<file path="src/rtl/tinv_pkg.sv">
package tinv_pkg;
  typedef enum logic [1:0] {
    INV_ALL    = 2'd0,
    INV_TID    = 2'd1,
    INV_RSVD   = 2'd2,
    INV_TID_EA = 2'd3
  } inv_kind_e;

  typedef enum logic [1:0] {
    SQ_IDLE  = 2'd0,
    SQ_WALK  = 2'd1,
    SQ_DRAIN = 2'd2
  } sq_state_e;
endpackage

</file>
<file path="src/rtl/tinv_store.sv">
module tinv_store #(
  parameter int IDX_W   = 4,
  parameter int ENTRY_W = 48
) (
  input  logic               clk,
  input  logic               we,
  input  logic [IDX_W-1:0]   waddr,
  input  logic [ENTRY_W-1:0] wdata,
  input  logic [IDX_W-1:0]   raddr,
  output logic [ENTRY_W-1:0] rdata
);
  localparam int DEPTH = 1 << IDX_W;

  logic [ENTRY_W-1:0] mem [DEPTH];

  // one write port, one registered read port: simple dual-port RAM
  always_ff @(posedge clk) begin
    if (we) mem[waddr] <= wdata;
    rdata <= mem[raddr];
  end
endmodule

</file>
<file path="src/rtl/tinv_match.sv">
module tinv_match #(
  parameter int EA_W        = 32,
  parameter int PID_W       = 8,
  parameter int TS_W        = 4,
  parameter int PG_MIN_LOG2 = 10,
  parameter int ENTRY_W     = 48
) (
  input  logic [ENTRY_W-1:0] ent,
  input  logic [1:0]         kind,
  input  logic [EA_W-1:0]    ea,
  input  logic [PID_W-1:0]   pid,
  input  logic               sind,
  input  logic               sgs,
  output logic               hit
);
  import tinv_pkg::*;

  localparam int TID_LSB  = EA_W;
  localparam int TS_LSB   = EA_W + PID_W;
  localparam int GS_BIT   = TS_LSB + TS_W;
  localparam int IND_BIT  = GS_BIT + 1;
  localparam int PROT_BIT = IND_BIT + 1;
  localparam int VLD_BIT  = PROT_BIT + 1;
  localparam int SH_W     = $clog2(EA_W) + 2;

  logic [SH_W-1:0] sh;
  logic [EA_W-1:0] keep;
  logic            addr_ok, tid_ok, sel;

  always_comb begin
    // page is 1 << (PG_MIN_LOG2 + size code); compare only the page-number bits
    sh      = SH_W'(PG_MIN_LOG2) + SH_W'(ent[TS_LSB +: TS_W]);
    keep    = {EA_W{1'b1}} << sh;
    addr_ok = ((ea ^ ent[EA_W-1:0]) & keep) == '0;
    tid_ok  = ent[TID_LSB +: PID_W] == pid;
    unique case (inv_kind_e'(kind))
      INV_ALL:    sel = 1'b1;
      INV_TID:    sel = tid_ok;
      INV_TID_EA: sel = tid_ok && addr_ok &&
                        (ent[IND_BIT] == sind) && (ent[GS_BIT] == sgs);
      default:    sel = 1'b0;
    endcase
    hit = ent[VLD_BIT] && !ent[PROT_BIT] && sel;
  end
endmodule

</file>
<file path="src/rtl/tinv_seq.sv">
module tinv_seq #(
  parameter int ARR_LOG2 = 1,
  parameter int SET_LOG2 = 2,
  parameter int WAY_LOG2 = 1,
  parameter int EA_W     = 32,
  parameter int PID_W    = 8,
  parameter int SET_LSB  = 12,
  localparam int IDX_W   = ARR_LOG2 + SET_LOG2 + WAY_LOG2
) (
  input  logic             clk,
  input  logic             rst,
  input  logic             cmd_valid,
  input  logic [1:0]       cmd_kind,
  input  logic [EA_W-1:0]  cmd_ea,
  input  logic [PID_W-1:0] cmd_pid,
  input  logic             cmd_ind,
  input  logic             cmd_gs,
  input  logic             cmd_user,
  output logic             busy,
  output logic             done,
  output logic             fault_priv,
  output logic             fault_illegal,
  output logic [IDX_W-1:0] walk_idx,
  output logic             p_vld,
  output logic [IDX_W-1:0] p_idx,
  output logic [1:0]       kind_q,
  output logic [EA_W-1:0]  ea_q,
  output logic [PID_W-1:0] pid_q,
  output logic             ind_q,
  output logic             gs_q
);
  import tinv_pkg::*;

  localparam int LOC_W = ARR_LOG2 + WAY_LOG2;
  localparam logic [IDX_W-1:0] LAST_LOC = IDX_W'((1 << LOC_W) - 1);
  localparam logic [IDX_W-1:0] LAST_ALL = '1;

  sq_state_e        state;
  logic [IDX_W-1:0] cnt;
  logic [IDX_W-1:0] last_cnt;

  assign busy = (state != SQ_IDLE);

  always_comb begin
    if (inv_kind_e'(kind_q) == INV_TID_EA) begin
      walk_idx = {cnt[LOC_W-1:WAY_LOG2], ea_q[SET_LSB +: SET_LOG2], cnt[WAY_LOG2-1:0]};
      last_cnt = LAST_LOC;
    end else begin
      walk_idx = cnt;
      last_cnt = LAST_ALL;
    end
  end

  always_ff @(posedge clk) begin
    if (rst) begin
      state         <= SQ_IDLE;
      cnt           <= '0;
      done          <= 1'b0;
      fault_priv    <= 1'b0;
      fault_illegal <= 1'b0;
      p_vld         <= 1'b0;
      p_idx         <= '0;
      kind_q        <= '0;
      ea_q          <= '0;
      pid_q         <= '0;
      ind_q         <= 1'b0;
      gs_q          <= 1'b0;
    end else begin
      done          <= 1'b0;
      fault_priv    <= 1'b0;
      fault_illegal <= 1'b0;
      unique case (state)
        SQ_IDLE: begin
          p_vld <= 1'b0;
          if (cmd_valid) begin
            if (cmd_user) fault_priv <= 1'b1;
            else if (inv_kind_e'(cmd_kind) == INV_RSVD) fault_illegal <= 1'b1;
            else begin
              state  <= SQ_WALK;
              cnt    <= '0;
              kind_q <= cmd_kind;
              ea_q   <= cmd_ea;
              pid_q  <= cmd_pid;
              ind_q  <= cmd_ind;
              gs_q   <= cmd_gs;
            end
          end
        end
        SQ_WALK: begin
          p_vld <= 1'b1;
          p_idx <= walk_idx;
          cnt   <= cnt + 1'b1;
          if (cnt == last_cnt) state <= SQ_DRAIN;
        end
        SQ_DRAIN: begin
          p_vld <= 1'b0;
          state <= SQ_IDLE;
          done  <= 1'b1;
        end
        default: state <= SQ_IDLE;
      endcase
    end
  end


  done_pulse_chk: assert property (@(posedge clk) disable iff (rst) done |=> !done);

  done_idle_chk: assert property (@(posedge clk) disable iff (rst) done |-> !busy);

  hold_cmd_chk: assert property (@(posedge clk) disable iff (rst)
    (busy && $past(busy)) |-> ($stable(kind_q) && $stable(ea_q) && $stable(pid_q)
                               && $stable(ind_q) && $stable(gs_q)));

  excl_chk: assert property (@(posedge clk) disable iff (rst)
    $onehot0({done, fault_priv, fault_illegal}));

  fault_nowalk_chk: assert property (@(posedge clk) disable iff (rst)
    (fault_priv || fault_illegal) |-> !busy);
endmodule

</file>
<file path="src/rtl/tinv_engine.sv">
module tinv_engine #(
  parameter int ARR_LOG2    = 1,
  parameter int SET_LOG2    = 2,
  parameter int WAY_LOG2    = 1,
  parameter int EA_W        = 32,
  parameter int PID_W       = 8,
  parameter int TS_W        = 4,
  parameter int PG_MIN_LOG2 = 10,
  parameter int SET_LSB     = 12,
  localparam int IDX_W      = ARR_LOG2 + SET_LOG2 + WAY_LOG2,
  localparam int ENTRY_W    = EA_W + PID_W + TS_W + 4
) (
  input  logic               clk,
  input  logic               rst,
  input  logic               cmd_valid,
  input  logic [1:0]         cmd_kind,
  input  logic [EA_W-1:0]    cmd_ea,
  input  logic [PID_W-1:0]   cmd_pid,
  input  logic               cmd_ind,
  input  logic               cmd_gs,
  input  logic               cmd_user,
  output logic               busy,
  output logic               done,
  output logic               fault_priv,
  output logic               fault_illegal,
  input  logic               ent_wr_en,
  input  logic [IDX_W-1:0]   ent_wr_idx,
  input  logic [ENTRY_W-1:0] ent_wr_data,
  input  logic [IDX_W-1:0]   ent_rd_idx,
  output logic [ENTRY_W-1:0] ent_rd_data
);
  localparam int VLD_BIT  = ENTRY_W - 1;
  localparam int PROT_BIT = ENTRY_W - 2;

  logic [IDX_W-1:0]   walk_idx, p_idx, raddr, waddr;
  logic               p_vld, hit, wb_en, we;
  logic [1:0]         kind_q;
  logic [EA_W-1:0]    ea_q;
  logic [PID_W-1:0]   pid_q;
  logic               ind_q, gs_q;
  logic [ENTRY_W-1:0] rd_q, wdata;

  tinv_seq #(
    .ARR_LOG2(ARR_LOG2), .SET_LOG2(SET_LOG2), .WAY_LOG2(WAY_LOG2),
    .EA_W(EA_W), .PID_W(PID_W), .SET_LSB(SET_LSB)
  ) u_seq (
    .clk(clk), .rst(rst),
    .cmd_valid(cmd_valid), .cmd_kind(cmd_kind), .cmd_ea(cmd_ea),
    .cmd_pid(cmd_pid), .cmd_ind(cmd_ind), .cmd_gs(cmd_gs), .cmd_user(cmd_user),
    .busy(busy), .done(done), .fault_priv(fault_priv), .fault_illegal(fault_illegal),
    .walk_idx(walk_idx), .p_vld(p_vld), .p_idx(p_idx),
    .kind_q(kind_q), .ea_q(ea_q), .pid_q(pid_q), .ind_q(ind_q), .gs_q(gs_q)
  );

  tinv_match #(
    .EA_W(EA_W), .PID_W(PID_W), .TS_W(TS_W),
    .PG_MIN_LOG2(PG_MIN_LOG2), .ENTRY_W(ENTRY_W)
  ) u_match (
    .ent(rd_q), .kind(kind_q), .ea(ea_q), .pid(pid_q),
    .sind(ind_q), .sgs(gs_q), .hit(hit)
  );

  // walk write-back owns the write port while busy; loads only when idle
  assign wb_en = p_vld && hit;
  assign we    = wb_en || (ent_wr_en && !busy);
  assign waddr = wb_en ? p_idx : ent_wr_idx;
  assign wdata = wb_en ? (rd_q & ~(ENTRY_W'(1) << VLD_BIT)) : ent_wr_data;
  assign raddr = busy ? walk_idx : ent_rd_idx;

  tinv_store #(.IDX_W(IDX_W), .ENTRY_W(ENTRY_W)) u_store (
    .clk(clk), .we(we), .waddr(waddr), .wdata(wdata),
    .raddr(raddr), .rdata(rd_q)
  );

  assign ent_rd_data = rd_q;


  prot_keep_chk: assert property (@(posedge clk) disable iff (rst)
    wb_en |-> !rd_q[PROT_BIT]);

  wb_in_walk_chk: assert property (@(posedge clk) disable iff (rst)
    wb_en |-> busy);
endmodule

</file>
<file path="config.mk">
export PLATFORM = sky130hd
export DESIGN_NAME = tinv_engine
export DESIGN_NICKNAME = d
export VERILOG_FILES = /design/src/rtl/tinv_pkg.sv /design/src/rtl/tinv_store.sv /design/src/rtl/tinv_match.sv /design/src/rtl/tinv_seq.sv /design/src/rtl/tinv_engine.sv
export SDC_FILE = /design/constraint.sdc
export NUM_CORES = 1
export LEC_CHECK = 0
export BUFFER_PORTS_ARGS = -buffer_cell sky130_fd_sc_hd__clkbuf_2
export CORE_MARGIN = 4
export CORE_UTILIZATION = 30
export CTS_CLUSTER_DIAMETER = 200
export DETAILED_ROUTE_END_ITERATION = 6
export GPL_TIMING_DRIVEN = 0
export PLACE_DENSITY = 0.54
export SKIP_CTS_REPAIR_TIMING = 1
export SYNTH_ARGS = -nofsm -noshare
export SYNTH_HDL_FRONTEND = slang
export SYNTH_SLANG_ARGS = --single-unit
</file>
<file path="constraint.sdc">
create_clock -name clk -period 6.49 [get_ports clk]
set_input_delay 0.9735 -clock clk [delete_from_list [all_inputs] [get_ports clk]]
set_output_delay 0.9735 -clock clk [all_outputs]
set_load 0.005 [all_outputs]
</file>
== Yosys cells after proc, flatten, opt, wreduce, memory -nomap -nowiden ==
Memories as Yosys holds them, arrays and structs flattened. A register that Yosys moved wholly into a read port is not among the register bits.
Cells that the tools add are included.

* Input bits: 105
* Latch bits: 0
* Bits in writable memories: 768
* ROM bits: 0
* Flip-flop bits (word level): 58
* Memories: 1
* Output and inout bits: 52

{| class="wikitable"
|+ Memory list
! memory !! words !! bits a word !! read ports !! clocked after memory_dff !! write ports !! line !! source
|-
| u_store.mem || 16 || 48 || 1 || 1 || 1 || tinv_store.sv:14 || <nowiki>logic [ENTRY_W-1:0] mem [DEPTH];</nowiki>
|}

* Magnitude comparators: 0
* Div/mod/pow operators: 0
* Equal/unequal tests: 13
* Bitwise gates (word level): 6
* Reductions and logical operators: 22
* Muxes and demuxes: 21
* Shifts and indexed selects: 1
* Add/subtract/negate cells: 2
* Multiply operators: 0

{| class="wikitable"
|+ Operator list
! operator !! number
|-
| $mux W48 || 1
|-
| $and A32 B32 Y32 || 1
|-
| $logic_not A32 Y1 || 1
|-
| $shl A32 B7 Y32 const A || 1
|-
| $xor A32 B32 Y32 || 1
|-
| $mux W4 || 7
|-
| $reduce_and A4 Y1 || 3
|-
| $eq A8 B8 Y1 || 1
|-
| $mux W2 || 4
|-
| $pmux W4 S2 || 1
|-
| $logic_and A1 B1 Y1 || 7
|-
| $eq A2 B2 Y1 const B || 3
|-
| $ne A2 B2 Y1 const B || 3
|-
| $reduce_bool A2 Y1 || 3
|-
| $add A4 B4 Y5 const A || 1
|-
| $mux W1 || 5
|-
| $add A4 B1 Y4 const B || 1
|-
| $eq A2 B1 Y1 const B || 2
|-
| $eq A4 B4 Y1 || 1
|-
| $logic_not A2 Y1 || 2
|-
| $not A1 Y1 || 4
|-
| $pmux W2 S2 || 1
|-
| $reduce_or A4 Y1 || 1
|-
| $pmux W1 S3 || 1
|-
| other kinds (7) || 9
|}

== Depth between registers and ports, before layout ==
* Depth after elaboration: 13
* Mapped depth: 14
* Depth with buffers taken out: 10

== Cells and area by module ==
A second synthesis with hierarchy kept.

* Cell total of the unflattened synthesis: 1686
* Area, all modules: 33696.1 sq um

{| class="wikitable"
|+ By module, submodules not included
! module !! area each (sq um) !! times used !! cells an instance
|-
| tinv_store || 29691.0 || 1 || 1242
|-
| tinv_seq || 2452.4 || 1 || 263
|-
| tinv_match || 822.0 || 1 || 117
|-
| tinv_engine || 730.7 || 1 || 64
|}

== Least setup slack after synthesis ==
OpenSTA, ideal clock, no wires.

* Path type: register -> register
* From: register u_store.rdata[41] (read register of u_store.mem)
* To: memory u_store.mem[2][0] (enable)
* Setup slack: 0.215 ns
* Setup time: 0.528 ns
* Data required time: 5.962 ns
* Cell stages (with the launch flop): 12
* Arrival: 5.747 ns
* Clock period less this slack: 6.275 ns
* Cell sequence: dfxtp_1 > buf_2 > inv_1 > ha_1 > buf_2 > nor4bb_1 > a22oi_1 > o221ai_1 > nor4_1 > a31oi_1 > o211ai_1 > o32ai_1

* Longest elaborated chain between the ends: 13
* Elaborated cells between the ends (all ways): 14

{| class="wikitable"
|+ RTL lines
! element !! line !! source
|-
| start, declared || tinv_store.sv:10 || <nowiki>output logic [ENTRY_W-1:0] rdata</nowiki>
|-
| $add A4 B4 Y5 (*) || tinv_match.sv:32 || <nowiki>sh = SH_W'(PG_MIN_LOG2) + SH_W'(ent[TS_LSB +: TS_W]);</nowiki>
|-
| $shl A32 B7 Y32 (*) || tinv_match.sv:33 || <nowiki>keep = {EA_W{1'b1}} << sh;</nowiki>
|-
| $and A32 B32 Y32 (*) || tinv_match.sv:34 || <nowiki>addr_ok = ((ea ^ ent[EA_W-1:0]) & keep) == '0;</nowiki>
|-
| $logic_not A32 Y1 (*) || tinv_match.sv:34 ||
|-
| $logic_and A1 B1 Y1 (*) (2 in a row) || tinv_match.sv:39 || <nowiki>INV_TID_EA: sel = tid_ok && addr_ok &&</nowiki>
|-
| $logic_and A1 B1 Y1 (*) || tinv_match.sv:40 || <nowiki>(ent[IND_BIT] == sind) && (ent[GS_BIT] == sgs);</nowiki>
|-
| $pmux W1 S3 (*) || tinv_match.sv:36 || <nowiki>unique case (inv_kind_e'(kind))</nowiki>
|-
| $logic_and A1 B1 Y1 (*) || tinv_match.sv:43 || <nowiki>hit = ent[VLD_BIT] && !ent[PROT_BIT] && sel;</nowiki>
|-
| $logic_and A1 B1 Y1 (*) || tinv_engine.sv:64 || <nowiki>assign wb_en = p_vld && hit;</nowiki>
|-
| $logic_or A1 B1 Y1 || tinv_engine.sv:65 || <nowiki>assign we = wb_en || (ent_wr_en && !busy);</nowiki>
|-
| $mux W1 || tinv_store.sv:18 || <nowiki>if (we) mem[waddr] <= wdata;</nowiki>
|-
| $mux W1 (implied by the code) || tinv_store.sv:18 ||
|-
| end, declared || tinv_store.sv:14 ||
|}

Mark *: on every way between the ends. The rest lies on a longest branch, timed or not.

== Worst setup path after layout ==
* From: register u_store.rdata[41] (read register of u_store.mem)
* To: memory u_store.mem[9][46] (enable)

Same word-level chain as after synthesis.

==> flow_metrics.py <==
metrics = {
    "floorplanning": {
        "core_sq_um": 112000,
        "die_h_microns": 344,
        "initial_core_util_pct": 30.2,
        "num_rows": 123,
        "die_w_microns": 344,
        "ios": 157,
        "die_area_sq_um": 118000,
    },
    "yosys": {
        "ys_ff_latch": 874,
        "ys_seq_area_share_pct": 74.3,
        "synth_area_sq_um": 33900,
        "synth_cells": 1659,
        "synth.avg_cell_area_sq_um": 20.4,
        "synth_cell_types": 53,
        "synth_warnings": 0,
        "synthesis.nets": 1769,
        "synth_top_flop_cell": "edfxtp_1",
        "synth_edf_count": 768,
        "synthArstFlopShare_pct": 0,
    },
    "placed_design": {
        "portBuffers": 154,
        "dp_hpwl_mm": 67.1,
        "placedCellCount": 3367,
        "gp_congestion": 0.841,
    },
    "finish": {
        "nets": 2065,
        "drive_above_1_share_pct": 31.4,
        "fill_cells": 10432,
        "areaGrowthSynthToFinish_pct": 20.2,
        "final_util_pct": 36.2,
        "final_cells": 3531,
    },
    "power": {
        "power.internal_mw": 9.55,
        "switching_share_pct": 23.8,
        "p_comb_share_pct": 9.8,
        "p_clk_share_pct": 38.8,
        "power_density_nw_per_um2": 308,
        "p_switching_mw": 2.98,
        "irDropWorstVdd_mv": 0.210,
        "leakagePower_nw": 13.5,
        "seqPwrFrac_pct": 51.4,
        "power_mw": 12.5,
    },
    "global_routing": {
        "grt_remaining_overflow": 0,
        "antenna_found_initial": 6,
        "grt_pass1_wl_mm": 136,
        "grt_pass1_vias": 18503,
        "grt_start_max_net_pins": 19,
        "grtUsageTotal_pct": 16.1,
    },
    "clock_tree": {
        "htree_num_levels": 3,
        "clk_latency_ns": 0.65,
        "clockBufferDepth": 3,
        "clk_pin_slew_ns": 0.06,
        "clkSinkCount": 874,
        "clockRootBuffer": "clkbuf_16",
        "cts_tree": "done",
        "cts_made_buffers": 86,
    },
    "timing": {
        "max_freq_mhz": 189,
        "rsz0062_at_grt": "false",
        "finalSetupViolations": 0,
        "tns_ns": 0,
        "finClkSkew_ns": 0.0294,
        "drv_slew": 0,
        "fin_crit_sh_pct": 81.5,
        "relSlewSlack_pct": 25.5,
        "tightest_slew_ns": 1.12,
        "finalHoldViolCount": 0,
        "holdWs_ns": 0.500,
        "min_period_ns": 5.29,
    },
    "critical_path": {
        "rr_startpoint": "u_store.rdata[41]",
        "required_ns": 6.83,
        "path_class": "reg -> reg",
        "max_stage_delay_ns": 0.95,
        "r2r_cells": 14,
        "crit_chain": "buf_2 > inv_1 > ha_1 > buf_2 > nor4bb_1 > a22oi_1 > o221ai_1 > nor4_1 > a31oi_1 > o211ai_1 > buf_4 > o32ai_4 > buf_16 > buf_8",
        "r2r_slack_ns": 1.20,
        "cp-end-kind": "flip-flop",
        "crit_top_cell": "buf_2",
        "setup.worst_path.end": "u_store.mem[9][46]",
        "critPathSlowestCell": "o32ai_4",
        "setup.worst_path.start_class": "flip-flop",
        "worst_ep_arrival_time_ns": 5.62,
        "worstReg2RegEnd": "u_store.mem[9][46]",
        "critPathMaxFanout": 12,
        "worstSetupStartpoint": "u_store.rdata[41]",
        "critPathBufInv": 6,
        "crit_cells": 14,
        "cp_top_family": "compound AO/OA/AOI/OAI gates",
    },
    "detailed_routing": {
        "routed_wl_mm": 96.6,
        "firstDrtPassIters": 7,
        "vias": 18058,
        "avgRoutedWirePerCell_microns": 27.4,
        "routed_via_density": 5.11,
        "drt_iter0_drc": 2165,
        "drc": 7,
        "detail-route-antenna-nets": 0,
    },
    "job": {
        "maxCapViolations": 0,
    },
    "run_status": {
        "status": "finished with violations",
        "violations": "design-rule violations",
    },
    "min_path": {
        "hp-class": "reg -> reg",
    },
}
-- cells in the final DEF (no fill, tap or decap), types with 4 or more instances in the layout --
master,Yosys,layout
buf_8,0,12
nor2_1,19,19
a22o_1,44,44
nor2b_1,57,57
nand3b_1,5,5
inv_1,6,6
mux2i_1,54,54
mux2_2,5,5
clkbuf_1,33,66
buf_16,0,28
o32ai_4,0,6
buf_2,43,43
clkinv_1,1,10
xor2_1,27,27
nor4_1,4,4
a21oi_1,62,62
ha_1,5,5
buf_4,2,5
clkbuf_16,0,88
dfxtp_1,106,106
buf_1,4,4
a211oi_1,52,51
and2_1,4,4
mux2_4,40,40
edfxtp_1,768,768
o22ai_4,0,10
clkbuf_2,0,155
inv_6,0,4
nand3_1,8,8
nand2_1,21,21
mux4_2,192,192
xnor2_1,17,17
nand2b_1,5,5
buf_12,4,14
clkbuf_8,0,13
clkinv_2,0,7
o21ai_0,15,15
-- cells by family after synthesis --
group,Yosys count,synth area share (%)
fa+ha+maj,5,0.185
mux,291,16.3
compound gates,209,4.21
simple gates,141,2.36
buf+inv,95,1.47
xor+xnor,44,1.14
flops,874,74.3
-- cell usage after synthesis, types with 6 or more instances --
library cell | n | area share [%]
edfxtp_1 | 768 | 68
buf_2 | 43 | 0.64
mux2_4 | 40 | 1.8
xor2_1 | 27 | 0.70
a22o_1 | 44 | 1.1
mux2i_1 | 54 | 1.6
clkbuf_1 | 33 | 0.37
xnor2_1 | 17 | 0.44
a211oi_1 | 52 | 1.2
a21oi_1 | 62 | 0.92
nor2b_1 | 57 | 1.1
o21ai_0 | 15 | 0.22
o32ai_1 | 6 | 0.16
o22ai_1 | 11 | 0.20
nand2_1 | 21 | 0.23
inv_1 | 6 | 0.066
dfxtp_1 | 106 | 6.3
mux4_2 | 192 | 13
nor2_1 | 19 | 0.21
nand3_1 | 8 | 0.12
-- registers in the layout, summed over array words and instances, names as in the netlist --
signal / count
u_seq.fault_priv: 1
u_seq.p_idx: 4
u_store.mem: 768
u_seq.done: 1
u_seq.pid_q: 8
u_store.rdata: 48
u_seq.ea_q: 32
u_seq.p_vld: 1
u_seq.state: 2
u_seq.gs_q: 1
u_seq.ind_q: 1
u_seq.cnt: 4
u_seq.fault_illegal: 1
u_seq.kind_q: 2
-- how the worst min path moves through the flow --
stage | startpoint | to | slack [ns] | cells after the start
3_5_place_dp | u_seq.ea_q[31] | u_seq.ea_q[31] | 0.48 | 1
3_3_place_gp | u_seq.pid_q[7] | u_seq.pid_q[7] | 0.48 | 1
5_1_grt | u_seq.ea_q[17] | u_seq.ea_q[17] | 0.52 | 1
6_report | u_seq.ea_q[31] | u_seq.ea_q[31] | 0.50 | 1
2_1_floorplan | u_seq.ea_q[0] | u_seq.ea_q[0] | 0.47 | 1
4_1_cts | u_seq.ea_q[31] | u_seq.ea_q[31] | 0.50 | 1
-- final cells by class --
cell class	count	area, sq um	area share (%)
Clock buffer	135	2510	6.16
Clock inverter	26	224	0.550
Antenna cell	3	7.51	0.0184
Inverter	7	26.3	0.0645
Buffer	88	472	1.16
Sequential cell	874	25200	61.9
Timing Repair Buffer	208	1960	4.80
Multi-Input combinational cell	690	8460	20.8
Tap cell	1500	1880	4.61
-- power groups by stage --
stage,Combinational [mW],Clock [mW],Sequential (mW)
floorplan,0.716,0,6.47
finish,1.23,4.86,6.43
global placement,1.16,0,6.57
CTS,1.23,4.96,6.44
global route,1.32,5.20,6.44
detailed placement,1.23,0,6.56
-- stage by stage --
| stage | instance area (sq um) | setup slack [ns] |
|---|---|---|
| after global routing | 40700 | 1.14 |
| after detailed placement | 38000 | 1.41 |
| after global placement | 36500 | -5.95 |
| after floorplan | 33900 | 0.215 |
| final | 40700 | 1.20 |
| after CTS | 40700 | 1.38 |
-- per-layer routing --
layer	vias up	GRT usage, %	wire length, microns
li1	7471	-	-
met1	9591	23.4	42400
met2	838	24.4	42900
met3	158	3.94	9000
met4	0	4.10	2280
met5	-	0	0
(Power assumes the default switching activity.)
